**src/rtl/gpio_mon_pkg.sv**
```systemverilog
package gpio_mon_pkg;

   // register file hit classes
   typedef enum logic [1:0] {
      HIT_NONE = 2'd0,
      HIT_CTRL = 2'd1,
      HIT_LINK = 2'd2
   } reg_hit_e;

   // wrap-around increment for a small round-robin pointer
   function automatic int unsigned rr_next(input int unsigned cur, input int unsigned count);
      return (cur + 1 >= count) ? 0 : cur + 1;
   endfunction

endpackage

```
**src/rtl/gpio_mon_sync.sv**
```systemverilog
module gpio_mon_sync #(
   parameter int W      = 5,
   parameter int STAGES = 2
) (
   input  logic         clk,
   input  logic         rst_n,
   input  logic [W-1:0] d_i,
   output logic [W-1:0] q_o
);

   if (STAGES < 0) begin : g_bad_stages
      $error("gpio_mon_sync: STAGES must not be negative");
   end

   if (STAGES == 0) begin : g_bypass
      assign q_o = d_i;
   end else begin : g_chain
      logic [STAGES-1:0][W-1:0] stage_q;

      always_ff @(posedge clk or negedge rst_n) begin
         if (!rst_n) begin
            stage_q <= '0;
         end else begin
            stage_q[0] <= d_i;
            for (int s = 1; s < STAGES; s++) begin
               stage_q[s] <= stage_q[s-1];
            end
         end
      end

      assign q_o = stage_q[STAGES-1];
   end

endmodule

```
**src/rtl/gpio_mon_regs.sv**
```systemverilog
module gpio_mon_regs
   import gpio_mon_pkg::*;
#(
   parameter int NPIN      = 5,
   parameter int REG_W     = 16,
   parameter int RADDR_W   = 8,
   parameter int IND_AW    = 8,
   parameter int BIT_W     = 3,
   parameter int CTRL_ADDR = 'h20,
   parameter int LINK_BASE = 'h21,
   parameter int LVL_LSB   = 0,
   parameter int DIR_LSB   = 8,
   parameter int MON_BIT   = 15
) (
   input  logic                         clk,
   input  logic                         rst_n,
   input  logic                         wr_en_i,
   input  logic [RADDR_W-1:0]           addr_i,
   input  logic [REG_W-1:0]             wdata_i,
   output logic [REG_W-1:0]             rdata_o,
   input  logic [NPIN-1:0]              level_i,
   output logic [NPIN-1:0]              dir_o,
   output logic                         mon_en_o,
   output logic                         ctrl_wr_o,
   output logic [NPIN-1:0][IND_AW-1:0]  link_addr_o,
   output logic [NPIN-1:0][BIT_W-1:0]   link_bit_o
);

   localparam logic [RADDR_W-1:0] CTRL_A = RADDR_W'(CTRL_ADDR);

   logic [NPIN-1:0]             link_hit;
   logic [NPIN-1:0]             dir_q;
   logic                        mon_q;
   logic [NPIN-1:0][IND_AW-1:0] laddr_q;
   logic [NPIN-1:0][BIT_W-1:0]  lbit_q;
   reg_hit_e                    hit;

   // per-entry address decode and storage
   for (genvar i = 0; i < NPIN; i++) begin : g_link
      localparam logic [RADDR_W-1:0] MY_A = RADDR_W'(LINK_BASE + i);

      assign link_hit[i] = (addr_i == MY_A);

      always_ff @(posedge clk or negedge rst_n) begin
         if (!rst_n) begin
            laddr_q[i] <= '0;
            lbit_q[i]  <= '0;
         end else if (wr_en_i && link_hit[i]) begin
            laddr_q[i] <= wdata_i[IND_AW-1:0];
            lbit_q[i]  <= wdata_i[IND_AW +: BIT_W];
         end
      end
   end

   always_comb begin
      if (addr_i == CTRL_A)  hit = HIT_CTRL;
      else if (|link_hit)    hit = HIT_LINK;
      else                   hit = HIT_NONE;
   end

   assign ctrl_wr_o = wr_en_i && (hit == HIT_CTRL);

   always_ff @(posedge clk or negedge rst_n) begin
      if (!rst_n) begin
         dir_q <= '0;
         mon_q <= 1'b0;
      end else if (ctrl_wr_o) begin
         dir_q <= wdata_i[DIR_LSB +: NPIN];
         mon_q <= wdata_i[MON_BIT];
      end
   end

   always_comb begin
      rdata_o = '0;
      unique case (hit)
         HIT_CTRL: begin
            rdata_o[LVL_LSB +: NPIN] = level_i;
            rdata_o[DIR_LSB +: NPIN] = dir_q;
            rdata_o[MON_BIT]         = mon_q;
         end
         HIT_LINK: begin
            for (int i = 0; i < NPIN; i++) begin
               if (link_hit[i]) begin
                  rdata_o[IND_AW-1:0]      = laddr_q[i];
                  rdata_o[IND_AW +: BIT_W] = lbit_q[i];
               end
            end
         end
         default: rdata_o = '0;
      endcase
   end

   assign dir_o       = dir_q;
   assign mon_en_o    = mon_q;
   assign link_addr_o = laddr_q;
   assign link_bit_o  = lbit_q;

endmodule

```
**src/rtl/gpio_mon_scan.sv**
```systemverilog
module gpio_mon_scan
   import gpio_mon_pkg::*;
#(
   parameter int NPIN   = 5,
   parameter int IND_AW = 8,
   parameter int BIT_W  = 3,
   localparam int IDX_W = (NPIN > 1) ? $clog2(NPIN) : 1
) (
   input  logic                         clk,
   input  logic                         rst_n,
   input  logic                         mon_en_i,
   input  logic [NPIN-1:0][IND_AW-1:0]  link_addr_i,
   input  logic [NPIN-1:0][BIT_W-1:0]   link_bit_i,
   output logic [IND_AW-1:0]            ind_addr_o,
   output logic                         upd_o,
   output logic [IDX_W-1:0]             upd_idx_o,
   output logic [BIT_W-1:0]             upd_bit_o
);

   logic [IDX_W-1:0] ptr_q;
   logic [IDX_W-1:0] ptr_nxt;
   logic [IDX_W-1:0] idx_q;
   logic [BIT_W-1:0] bit_q;
   logic             valid_q;

   // a pointer that fills its width wraps by itself; otherwise compare
   if ((1 << IDX_W) == NPIN) begin : g_wrap_natural
      assign ptr_nxt = ptr_q + 1'b1;
   end else begin : g_wrap_compare
      assign ptr_nxt = IDX_W'(rr_next(int'(ptr_q), NPIN));
   end

   assign ind_addr_o = link_addr_i[ptr_q];

   always_ff @(posedge clk or negedge rst_n) begin
      if (!rst_n) begin
         ptr_q   <= '0;
         idx_q   <= '0;
         bit_q   <= '0;
         valid_q <= 1'b0;
      end else begin
         ptr_q   <= ptr_nxt;
         idx_q   <= ptr_q;
         bit_q   <= link_bit_i[ptr_q];
         valid_q <= mon_en_i;
      end
   end

   assign upd_o     = valid_q && mon_en_i;
   assign upd_idx_o = idx_q;
   assign upd_bit_o = bit_q;

endmodule

```
**src/rtl/gpio_mon.sv**
```systemverilog
module gpio_mon #(
   parameter int NPIN        = 5,
   parameter int REG_W       = 16,
   parameter int RADDR_W     = 8,
   parameter int IND_AW      = 8,
   parameter int IND_DW      = 8,
   parameter int CTRL_ADDR   = 'h20,
   parameter int LINK_BASE   = 'h21,
   parameter int SYNC_STAGES = 2
) (
   input  logic               clk,
   input  logic               rst_n,
   input  logic               reg_wr_en,
   input  logic [RADDR_W-1:0] reg_addr,
   input  logic [REG_W-1:0]   reg_wdata,
   output logic [REG_W-1:0]   reg_rdata,
   output logic [IND_AW-1:0]  ind_addr,
   input  logic [IND_DW-1:0]  ind_rdata,
   input  logic [NPIN-1:0]    pin_in,
   output logic [NPIN-1:0]    pin_out,
   output logic [NPIN-1:0]    pin_oe
);

   localparam int BIT_W   = $clog2(IND_DW);
   localparam int IDX_W   = (NPIN > 1) ? $clog2(NPIN) : 1;
   localparam int LVL_LSB = 0;
   localparam int DIR_LSB = 8;
   localparam int MON_BIT = REG_W - 1;

   if (NPIN < 2 || NPIN > 8) begin : g_bad_npin
      $error("gpio_mon: NPIN must lie in 2..8");
   end
   if (IND_DW < 2) begin : g_bad_dw
      $error("gpio_mon: IND_DW must be at least 2");
   end
   if (DIR_LSB + NPIN > MON_BIT) begin : g_bad_ctrl
      $error("gpio_mon: control fields do not fit REG_W");
   end
   if (IND_AW + BIT_W > REG_W) begin : g_bad_link
      $error("gpio_mon: link fields do not fit REG_W");
   end
   if (LINK_BASE + NPIN > (1 << RADDR_W) || CTRL_ADDR >= (1 << RADDR_W)) begin : g_bad_map
      $error("gpio_mon: register map exceeds RADDR_W");
   end

   logic [NPIN-1:0]             level_q;
   logic [NPIN-1:0]             dir;
   logic                        mon_en;
   logic                        ctrl_wr;
   logic [NPIN-1:0][IND_AW-1:0] link_addr;
   logic [NPIN-1:0][BIT_W-1:0]  link_bit;
   logic [NPIN-1:0]             pin_sync;
   logic                        upd;
   logic [IDX_W-1:0]            upd_idx;
   logic [BIT_W-1:0]            upd_bit;
   logic                        upd_val;

   gpio_mon_regs #(
      .NPIN      (NPIN),
      .REG_W     (REG_W),
      .RADDR_W   (RADDR_W),
      .IND_AW    (IND_AW),
      .BIT_W     (BIT_W),
      .CTRL_ADDR (CTRL_ADDR),
      .LINK_BASE (LINK_BASE),
      .LVL_LSB   (LVL_LSB),
      .DIR_LSB   (DIR_LSB),
      .MON_BIT   (MON_BIT)
   ) u_regs (
      .clk         (clk),
      .rst_n       (rst_n),
      .wr_en_i     (reg_wr_en),
      .addr_i      (reg_addr),
      .wdata_i     (reg_wdata),
      .rdata_o     (reg_rdata),
      .level_i     (level_q),
      .dir_o       (dir),
      .mon_en_o    (mon_en),
      .ctrl_wr_o   (ctrl_wr),
      .link_addr_o (link_addr),
      .link_bit_o  (link_bit)
   );

   gpio_mon_sync #(
      .W      (NPIN),
      .STAGES (SYNC_STAGES)
   ) u_sync (
      .clk   (clk),
      .rst_n (rst_n),
      .d_i   (pin_in),
      .q_o   (pin_sync)
   );

   gpio_mon_scan #(
      .NPIN   (NPIN),
      .IND_AW (IND_AW),
      .BIT_W  (BIT_W)
   ) u_scan (
      .clk         (clk),
      .rst_n       (rst_n),
      .mon_en_i    (mon_en),
      .link_addr_i (link_addr),
      .link_bit_i  (link_bit),
      .ind_addr_o  (ind_addr),
      .upd_o       (upd),
      .upd_idx_o   (upd_idx),
      .upd_bit_o   (upd_bit)
   );

   assign upd_val = ind_rdata[upd_bit];

   // level bits: mirror in monitor mode, else sense inputs, else host-written
   always_ff @(posedge clk or negedge rst_n) begin
      if (!rst_n) begin
         level_q <= '0;
      end else begin
         for (int i = 0; i < NPIN; i++) begin
            if (mon_en) begin
               if (upd && (upd_idx == IDX_W'(i))) level_q[i] <= upd_val;
            end else if (!dir[i]) begin
               level_q[i] <= pin_sync[i];
            end else if (ctrl_wr) begin
               level_q[i] <= reg_wdata[LVL_LSB + i];
            end
         end
      end
   end

   assign pin_oe  = dir;
   assign pin_out = level_q;

endmodule

```
**config.mk**
```make
export PLATFORM = sky130hd
export DESIGN_NAME = gpio_mon
export DESIGN_NICKNAME = d
export VERILOG_FILES = /design/src/rtl/gpio_mon_pkg.sv /design/src/rtl/gpio_mon_sync.sv /design/src/rtl/gpio_mon_regs.sv /design/src/rtl/gpio_mon_scan.sv /design/src/rtl/gpio_mon.sv
export SDC_FILE = /design/constraint.sdc
export NUM_CORES = 1
export LEC_CHECK = 0
export BUFFER_PORTS_ARGS = -buffer_cell sky130_fd_sc_hd__clkbuf_2
export CORE_MARGIN = 2
export CORE_UTILIZATION = 30
export DETAILED_ROUTE_END_ITERATION = 6
export GPL_TIMING_DRIVEN = 0
export MAX_ROUTING_LAYER = met4
export SYNTH_ARGS = -nofsm -noshare
export SYNTH_HDL_FRONTEND = slang
export SYNTH_SLANG_ARGS = --single-unit
```
**constraint.sdc**
```tcl
create_clock -name clk -period 1.85 [get_ports clk]
set_input_delay 0.37 -clock clk [delete_from_list [all_inputs] [get_ports clk]]
set_output_delay 0.37 -clock clk [all_outputs]
set_load 0.01 [all_outputs]
```
==> results of run 1 <==
-- per-stage QoR --
stage	area (um2)	instances	hold WS [ns]
2_1_floorplan	4760	415	0.0744
3_3_place_gp	5370	695	0.338
3_5_place_dp	5400	696	0.314
4_1_cts	6270	736	0.121
5_1_grt	6630	748	0.117
6_report	6630	748	0.127
-- path summary, 6_finish.rpt --
kind | from | slack, ns | depth (start not counted) | to
min in group asynchronous | rst_n | 0.49 | 2 | u_regs.dir_o[1]
min | pin_in[4] | 0.13 | 1 | u_sync.g_chain.stage_q[4]
max in group asynchronous | rst_n | 0.71 | 3 | u_regs.link_addr_o[0]
min reg2reg | u_sync.g_chain.stage_q[3] | 0.35 | 0 | u_sync.q_o[3]
max reg2reg | u_scan.upd_bit_o[1] | 0.23 | 4 | pin_out[2]
max | u_scan.ptr_q[1] | -0.28 | 3 | ind_addr[4]
-- power breakdown --
part | internal [mW] | switching, mW
Combinational | 0.304 | 0.293
Clock | 1.29 | 0.741
Sequential | 1.97 | 0.0960
Total | 3.57 | 1.13
-- layer usage --
| metal | global-route usage [%] | wire length (um) |
|---|---|---|
| met1 | 25.3 | 6830 |
| met2 | 28.9 | 7120 |
| met3 | 4.39 | 1320 |
| met4 | 9.04 | 525 |
| met5 | - | 0 |
-- area by class of cell --
cell class | instances | area [um2]
Sequential cell | 86 | 2160
Fill cell | 1416 | 8680
Multi-Input combinational cell | 288 | 2680
Tap cell | 211 | 264
Inverter | 11 | 41.3
Timing Repair Buffer | 110 | 847
Clock inverter | 3 | 65.1
Clock buffer | 13 | 270
Buffer | 26 | 303
-- registers in the layout, summed over array words and instances (netlist names) --
register,flops
u_regs.link_addr_o,40
u_regs.link_bit_o,15
pin_out,5
u_regs.dir_o,5
u_sync.g_chain.stage_q,5
u_sync.q_o,5
u_scan.ptr_q,3
u_scan.upd_bit_o,3
u_scan.upd_idx_o,3
u_regs.mon_en_o,1
u_scan.valid_q,1
-- cells by family after synthesis --
family,Yosys count
multiplexers,83
AND/OR/NAND/NOR,89
flip-flops,86
AO/OA/AOI/OAI,112
adder cells (fa/ha/maj),2
buffers and inverters,41
other,1
-- cell usage in the layout (no fill, tap or decap), types with 4 or more instances in the layout --
cell,instances
sky130_fd_sc_hd__a21oi_2,5
sky130_fd_sc_hd__a41o_1,5
sky130_fd_sc_hd__clkbuf_2,52
sky130_fd_sc_hd__a31oi_1,4
sky130_fd_sc_hd__o21ai_1,14
sky130_fd_sc_hd__buf_4,31
sky130_fd_sc_hd__o2111a_1,10
sky130_fd_sc_hd__and2_4,7
sky130_fd_sc_hd__inv_1,11
sky130_fd_sc_hd__o21ai_0,16
sky130_fd_sc_hd__clkbuf_16,12
sky130_fd_sc_hd__a21oi_1,18
sky130_fd_sc_hd__clkbuf_8,5
sky130_fd_sc_hd__o21ai_2,5
sky130_fd_sc_hd__mux2i_1,20
sky130_fd_sc_hd__nand2_1,9
sky130_fd_sc_hd__mux2_4,34
sky130_fd_sc_hd__buf_8,7
sky130_fd_sc_hd__dfrtp_1,83
sky130_fd_sc_hd__buf_2,10
sky130_fd_sc_hd__buf_6,25
sky130_fd_sc_hd__nor2_1,18
sky130_fd_sc_hd__mux2_2,26
sky130_fd_sc_hd__nand2b_1,16
-- timing repair --
| item | in CTS | in global routing |
|---|---|---|
| pin swaps | 19 | 26 |
| setup endpoints to repair | 38 | 43 |
| hold endpoints to repair | 20 | 0 |
| hold buffers | 1 | 0 |
| cloned | 3 | 2 |
| buffers inserted | 22 | 13 |
| gates resized for setup | 89 | 85 |
-- critical path, cell delays in order, from the launching register on --
cell and delay, ns:
sky130_fd_sc_hd__dfrtp_2 0.47, sky130_fd_sc_hd__or3_4 0.49, sky130_fd_sc_hd__o2111a_1 0.30, sky130_fd_sc_hd__clkbuf_2 0.14
==> results_tabular.tex, run 1 <==
\begin{tabular}{lr}
\hline
Metric & Value \\
\hline
\multicolumn{2}{l}{\textbf{Timing}} \\
\quad Post-route minimum period & about 2.1 ns \\
\quad Unrepaired setup endpoints after global routing & yes \\
\quad Worst setup skew after layout & $\sim$0.0044 ns \\
\quad Number of setup violations in the final report & 20 \\
\quad Total Neg Setup Slack & -4.23 ns \\
\quad Final-report hold violation count & 0 \\
\quad Final worst-path cycle share & 115\% \\
\quad Max Freq & roughly 470 MHz \\
\quad Slew Limit Fails & 0 \\
\quad Min setup slack post-route & -0.277 ns \\
\multicolumn{2}{l}{\textbf{Route}} \\
\quad Number of nets with antenna violations after routing & 0 \\
\quad Total number of vias & between 4,000 and 5,000 \\
\quad Detailed Route WL & around 16,000 um \\
\quad Via count normalized by instance count & between 5 and 6 \\
\quad Number of optimization iterations in the first detailed-route pass & 5 \\
\quad 1st-iter DRT viols & about 440 \\
\quad DRC violations left & 0 \\
\quad Mean routed wirelength per cell & about 21 um \\
\multicolumn{2}{l}{\textbf{Synthesis}} \\
\quad Gate count of the mapped netlist & 414 \\
\quad Mux cell area share after synthesis & between 20\% and 30\% \\
\quad Share of the yosys chip area belonging to registers & between 40\% and 50\% \\
\quad Combinational family with the most area after synthesis & multiplexers \\
\quad Synth Warn \# & 0 \\
\quad EDFF count, synth & 0 \\
\quad Share of synthesized flip-flops with an asynchronous set or reset & 100\% \\
\quad Biggest area contributors in the synthesized netlist & sky130\_fd\_sc\_hd\_\_dfrtp\_1 45\%, sky130\_fd\_sc\_hd\_\_mux2\_4 11\%, sky130\_fd\_sc\_hd\_\_mux2\_2 6.2\% \\
\quad Unique cell type count in the Yosys netlist & 54 \\
\quad Adder-cell area share of the yosys netlist & less than 1\% \\
\quad Average footprint of a synthesized cell & about 11 um2 \\
\quad Ranking of synthesized cells by instance count & 86 x sky130\_fd\_sc\_hd\_\_dfrtp\_1, 35 x sky130\_fd\_sc\_hd\_\_o21ai\_0, 34 x sky130\_fd\_sc\_hd\_\_mux2\_4 \\
\quad Cell area after synthesis & roughly 4700 um2 \\
\quad Simple-Gate Fraction of Synth Area & 11.5\% \\
\quad Flip-flop cell with the highest count after synthesis & sky130\_fd\_sc\_hd\_\_dfrtp\_1 \\
\quad Register bit total from synthesis & between 80 and 90 \\
\quad Xor/xnor cell area share of the yosys netlist & 0\% \\
\quad Compound-gate portion of the synthesized area & 15.9\% \\
\quad Most instantiated library cell after synthesis & sky130\_fd\_sc\_hd\_\_dfrtp\_1 \\
\quad Cell type with the highest aggregate area in the netlist & sky130\_fd\_sc\_hd\_\_dfrtp\_1 \\
\quad Post-synth top area share & around 45\% \\
\multicolumn{2}{l}{\textbf{Clocking}} \\
\quad TritonCTS clock tree & built \\
\quad Worst-skew pair later-pin latency & about 0.35 ns \\
\quad TritonCTS Sinks & 86 \\
\quad Clock transition at path regs & $\sim$0.060 ns \\
\quad Master cell of the clock root buffer & sky130\_fd\_sc\_hd\_\_clkbuf\_16 \\
\quad Count of H-tree levels built during CTS & 3 \\
\quad TritonCTS Buffers & 9 \\
\quad Maximum clock insertion buffer count & 2 \\
\multicolumn{2}{l}{\textbf{Outcome}} \\
\quad Failing checks & negative setup slack \\
\quad Outcome & finished, violations left \\
\multicolumn{2}{l}{\textbf{Setup path}} \\
\quad Worst setup SP type & flip-flop \\
\quad Type of destination of the critical path & output port \\
\quad Critical path class & reg -> out \\
\quad WP data arrival & roughly 1.8 ns \\
\quad Required time at the endpoint of the critical path & about 1.5 ns \\
\quad Max FO, Critical Path & 8 \\
\multicolumn{2}{l}{\textbf{Layout}} \\
\quad Number of nets in the layout & approximately 570 \\
\quad Share of cells above drive strength 1 & about half \\
\quad Synth-to-Final Area Change & 39.7\% \\
\quad Fraction of the core area covered by cells at the end of the flow & around 43\% \\
\quad Count of inserted antenna diode cells & 0 \\
\multicolumn{2}{l}{\textbf{Power and ir drop}} \\
\quad Leakage power & around 3.1 nW \\
\quad PD cells & roughly 710 nW/um2 \\
\quad IR Drop Worst-Case VDD & between 0.0004 and 0.0005 V \\
\quad Overall Power & about 4.7 mW \\
\multicolumn{2}{l}{\textbf{Placement}} \\
\quad Post-place setup slack & -0.792 ns \\
\quad \# port buffers & 69 \\
\quad Half-perimeter wire length after detailed placement & 10,300 um \\
\quad Placer congestion estimate & approximately 0.94 \\
\multicolumn{2}{l}{\textbf{Floorplan}} \\
\quad Floorplan die width & $\sim$130 um \\
\quad Starting utilization of the core area & between 30\% and 40\% \\
\quad Top Ports & 74 \\
\quad Num rows & between 40 and 50 \\
\quad Chip height & between 100 and 150 um \\
\quad Core Box Area & $\sim$15,000 um2 \\
\quad Area of the die & about 17,000 um2 \\
\multicolumn{2}{l}{\textbf{Global routing}} \\
\quad Global Route Usage Sum & 19.4\% \\
\quad Remaining global-route overflow & 0 \\
\quad Pin count of the biggest net entering global routing & 67 \\
\quad First-pass GRT wire length & between 20,000 and 25,000 um \\
\quad Vias in the first global route & roughly 4,200 \\
\quad Initial antenna violation count & 0 \\
\multicolumn{2}{l}{\textbf{Job}} \\
\quad Max cap viols & 0 \\
\multicolumn{2}{l}{\textbf{Worst hold path}} \\
\quad Worst hold path class & in -> reg \\
\hline
\end{tabular}
Note: power is estimated with default switching activity, not from simulation.
==> run 2: changes to the inputs <==
Settings changed: ABC_AREA set to 1.
==> run 2 against run 1 <==
  * Sequential share of layout area is 0.63 points higher
  * Synthesized area is 0.24% higher
  * Largest cell class unchanged
  * Critical path depth is 6 higher
  * Combinational power is 14% lower
  * First-iteration DRC count is 17% lower
  * Die area is 0.23% higher
  * Fmax is 1.8% higher
  * Utilization is 1.9 points lower
  * Clock-buffer cell count is 4 lower
  * The flow still finishes with violations (negative setup slack)
  * Clock skew is 0.0015 ns higher
  * Critical path type unchanged
==> results_tabular.tex, run 2 <==
\begin{tabular}{lr}
\hline
Metric & Value \\
\hline
\multicolumn{2}{l}{\textbf{Clocking}} \\
\quad Count of H-tree levels built during CTS & 3 (unchanged) \\
\quad Master cell of the clock root buffer & sky130\_fd\_sc\_hd\_\_clkbuf\_16 \\
\quad TritonCTS Buffers & 9 (unchanged) \\
\quad TritonCTS Sinks & 86 (unchanged) \\
\quad Clock transition at path regs & 0.07 ns (about the same) \\
\quad Maximum clock insertion buffer count & 2 (unchanged) \\
\quad TritonCTS clock tree & built \\
\quad Worst-skew pair later-pin latency & 0.35 ns (about the same) \\
\multicolumn{2}{l}{\textbf{Global routing}} \\
\quad Vias in the first global route & 4,400 (+5.8\%) \\
\quad First-pass GRT wire length & 23,300 um (-1.3\%) \\
\quad Remaining global-route overflow & 0 (unchanged) \\
\quad Global Route Usage Sum & 18.4\% (-1.0 points) \\
\quad Pin count of the biggest net entering global routing & 45 (-33\%) \\
\quad Initial antenna violation count & 0 (unchanged) \\
\multicolumn{2}{l}{\textbf{Floorplan}} \\
\quad Starting utilization of the core area & 30.3\% (-0.71 points) \\
\quad Num rows & 46 (+2.2\%) \\
\quad Top Ports & 74 (unchanged) \\
\quad Core Box Area & 15,700 um2 (+2.6\%) \\
\quad Chip height & 130 um (+0.12\%) \\
\quad Area of the die & 16,900 um2 (+0.23\%) \\
\quad Floorplan die width & 130 um (+0.12\%) \\
\multicolumn{2}{l}{\textbf{Setup path}} \\
\quad Worst setup SP type & flip-flop \\
\quad Largest delay contributor family on the critical path & buffers and inverters \\
\quad Max FO, Critical Path & 5 (-3) \\
\quad WP data arrival & 1.72 ns (-0.04 ns) \\
\quad Type of destination of the critical path & output port \\
\quad Required time at the endpoint of the critical path & 1.48 ns (about the same) \\
\quad Worst path cell trace & buf\_6, inv\_8, buf\_4, nand2\_1, nand2\_1, a21oi\_1, o22ai\_1, o21a\_1, buf\_2 \\
\quad Buf+Inv Stages, Crit Path & 4 (+3) \\
\quad Critical path class & reg -> out \\
\quad Slowest stage delay, CP & 0.44 ns (-0.05 ns) \\
\quad Worst setup slack for register-to-register paths & 0.24 ns (about the same) \\
\quad Path length in cells of the critical path & 9 (+6) \\
\quad Most common cell type on the critical path & sky130\_fd\_sc\_hd\_\_nand2\_1 \\
\quad Slowest stage cell on the critical path & sky130\_fd\_sc\_hd\_\_dfrtp\_2 \\
\quad R2R cell count & 7 (+3) \\
\multicolumn{2}{l}{\textbf{Route}} \\
\quad 1st-iter DRT viols & 365 (-17\%) \\
\quad Mean routed wirelength per cell & 15.8 um (-25\%) \\
\quad Detailed Route WL & 15,100 um (-4.7\%) \\
\quad Number of nets with antenna violations after routing & 0 (unchanged) \\
\quad Via count normalized by instance count & 4.81 (-11\%) \\
\quad DRC violations left & 0 (unchanged) \\
\quad Number of optimization iterations in the first detailed-route pass & 5 (unchanged) \\
\quad Total number of vias & 4,589 (+13\%) \\
\multicolumn{2}{l}{\textbf{Timing}} \\
\quad Unrepaired setup endpoints after global routing & yes \\
\quad Max Freq & 479 MHz (+1.8\%) \\
\quad Relative max-transition margin & between 50\% and 60\% \\
\quad Number of setup violations in the final report & 19 (-5.0\%) \\
\quad Final-report hold violation count & 0 (unchanged) \\
\quad Slew Limit Fails & 0 (unchanged) \\
\quad Post-route minimum period & 2.09 ns (-0.0380 ns) \\
\quad Worst setup skew after layout & 0.00591 ns (+0.00148 ns) \\
\quad Worst Tran Pin Value & 0.627 ns \\
\quad Min setup slack post-route & -0.239 ns (+0.0380 ns) \\
\quad Total Neg Setup Slack & -2.76 ns (+1.48 ns) \\
\quad Final worst-path cycle share & 113\% (-2.1 points) \\
\multicolumn{2}{l}{\textbf{Synthesis}} \\
\quad Flip-flop cell with the highest count after synthesis & sky130\_fd\_sc\_hd\_\_dfrtp\_1 \\
\quad Cell area after synthesis & 4760 um2 (+0.24\%) \\
\quad Unique cell type count in the Yosys netlist & 35 (-35\%) \\
\quad Share of synthesized flip-flops with an asynchronous set or reset & 100\% (unchanged) \\
\quad Synth Warn \# & 0 (unchanged) \\
\quad Biggest area contributors in the synthesized netlist & sky130\_fd\_sc\_hd\_\_dfrtp\_1 45\%, sky130\_fd\_sc\_hd\_\_nand2\_1 14\%, sky130\_fd\_sc\_hd\_\_inv\_1 4.9\% \\
\quad Cell type with the highest aggregate area in the netlist & sky130\_fd\_sc\_hd\_\_dfrtp\_1 \\
\quad EDFF count, synth & 0 (unchanged) \\
\quad Most instantiated library cell after synthesis & sky130\_fd\_sc\_hd\_\_nand2\_1 \\
\quad Ranking of synthesized cells by instance count & 182 x sky130\_fd\_sc\_hd\_\_nand2\_1, 86 x sky130\_fd\_sc\_hd\_\_dfrtp\_1, 62 x sky130\_fd\_sc\_hd\_\_inv\_1 \\
\quad Post-synth top area share & 45.2\% (-0.11 points) \\
\quad Register bit total from synthesis & 86 (unchanged) \\
\quad Gate count of the mapped netlist & 616 (+49\%) \\
\quad Share of the yosys chip area belonging to registers & 45.2\% (-0.11 points) \\
\quad Average footprint of a synthesized cell & 7.72 um2 (-33\%) \\
\multicolumn{2}{l}{\textbf{Outcome}} \\
\quad Outcome & finished, violations left \\
\quad Failing checks & negative setup slack \\
\multicolumn{2}{l}{\textbf{Placement}} \\
\quad Placer congestion estimate & 0.889 (-5.9\%) \\
\quad Half-perimeter wire length after detailed placement & 10,500 um (+2.1\%) \\
\quad \# port buffers & 69 (unchanged) \\
\multicolumn{2}{l}{\textbf{Layout}} \\
\quad Number of flip-flops in the largest register & 40 (unchanged) \\
\quad Most common cell after layout, fill and taps aside & sky130\_fd\_sc\_hd\_\_nand2\_1 \\
\quad Share of cells above drive strength 1 & 36.0\% (-15 points) \\
\quad Fraction of the core area covered by cells at the end of the flow & 41.4\% (-1.9 points) \\
\quad Commonest cells after routing, fill and taps aside & 156 x sky130\_fd\_sc\_hd\_\_nand2\_1, 83 x sky130\_fd\_sc\_hd\_\_dfrtp\_1, 56 x sky130\_fd\_sc\_hd\_\_inv\_1 \\
\quad Count of inserted antenna diode cells & 0 (unchanged) \\
\quad Synth-to-Final Area Change & 36.7\% \\
\quad Number of nets in the layout & 776 (+35\%) \\
\multicolumn{2}{l}{\textbf{Power and ir drop}} \\
\quad PD cells & 691 nW/um2 (-2.6\%) \\
\quad IR Drop Worst-Case VDD & 0.000617 V (+34\%) \\
\quad Overall Power & 4.49 mW (-4.4\%) \\
\quad Leakage power & 3.16 nW (+0.86\%) \\
\multicolumn{2}{l}{\textbf{Job}} \\
\quad Max cap viols & 0 (unchanged) \\
\multicolumn{2}{l}{\textbf{Worst hold path}} \\
\quad Worst hold path class & in -> async \\
\hline
\end{tabular}
run 2: changes by cell type after synthesis, sizes merged, moves of 12 or more:
cell	delta
nand2	+174
inv	+61
mux2	-60
o21ai	+49
nor2	+27
nand3	+24
mux2i	-21
nand4	+20
nand2b	-16
buf	+12
run 2: repair_timing:
item	CTS	global route
gates resized for setup	96	75
setup endpoints to repair	21	22
buffers inserted	25	11
cloned	4	3
pin swaps	37	37
hold buffers	0	0
run 2: logic make-up after synthesis:
kind of cell             count (synthesis)  share of synthesized area (%)
AO/OA/AOI/OAI                          132                           16.7
buffers and inverters                  106                           10.4
flip-flops                              86                           45.2
AND/OR/NAND/NOR                        289                           27.0
adder cells (fa/ha/maj)                  2                          0.526
other                                    1                         0.0788
run 2: layout make-up:
type / instances / area [um2]
buffer: 30 / 290
clock buffer: 9 / 225
clock inverter: 7 / 85.1
fill: 1603 / 9210
inverter: 73 / 304
multi-input combinational: 427 / 2380
sequential: 86 / 2160
tap: 216 / 270
timing repair buffer: 106 / 788
timing repair inverter: 1 / 6.26
run 2: where the power goes:
part	leakage [nW]	switching [mW]	internal, mW
clock	0.154	0.824	1.08
combinational	1.89	0.312	0.205
sequential	1.12	0.0886	1.98
total	3.16	1.22	3.27
run 2: final timing paths:
kind                                                   to                 startpoint
worst max register to register            u_scan.ptr_q[0]            u_scan.ptr_q[0]
min in group clk                u_sync.g_chain.stage_q[3]                  pin_in[3]
worst min-delay path               u_regs.link_addr_o[34]                      rst_n
worst max-delay path                          ind_addr[0]            u_scan.ptr_q[1]
worst min register to register              u_sync.q_o[4]  u_sync.g_chain.stage_q[4]
max in group asynchronous             u_scan.upd_bit_o[0]                      rst_n
run 2: per-stage QoR:
step	setup slack, ns	std cells	cell area (um2)	hold slack [ns]
after floorplan	0.172	617	4760	0.0744
after global placement	-0.613	902	5380	0.332
after detailed placement	-0.414	903	5410	0.336
after CTS	-0.219	946	6270	0.0815
after global routing	-0.293	955	6500	0.102
final	-0.239	955	6500	0.0520
run 2: worst reg2reg max path, cell delays in order (launching register included):
cell and delay [ns]:
sky130_fd_sc_hd__dfrtp_2 0.43, sky130_fd_sc_hd__inv_2 0.16, sky130_fd_sc_hd__buf_6 0.18, sky130_fd_sc_hd__buf_6 0.17, sky130_fd_sc_hd__ha_1 0.18, sky130_fd_sc_hd__a21oi_1 0.07, sky130_fd_sc_hd__a31oi_1 0.23, sky130_fd_sc_hd__nor2_1 0.07
run 2: metal layers:
metal | GRT usage [%] | routed length [um] | vias to the layer above
li1 | - | - | 2249
met1 | 25.5 | 7060 | 2184
met2 | 27.9 | 6870 | 138
met3 | 3.69 | 944 | 18
met4 | 4.17 | 177 | 0
met5 | - | 0 | -
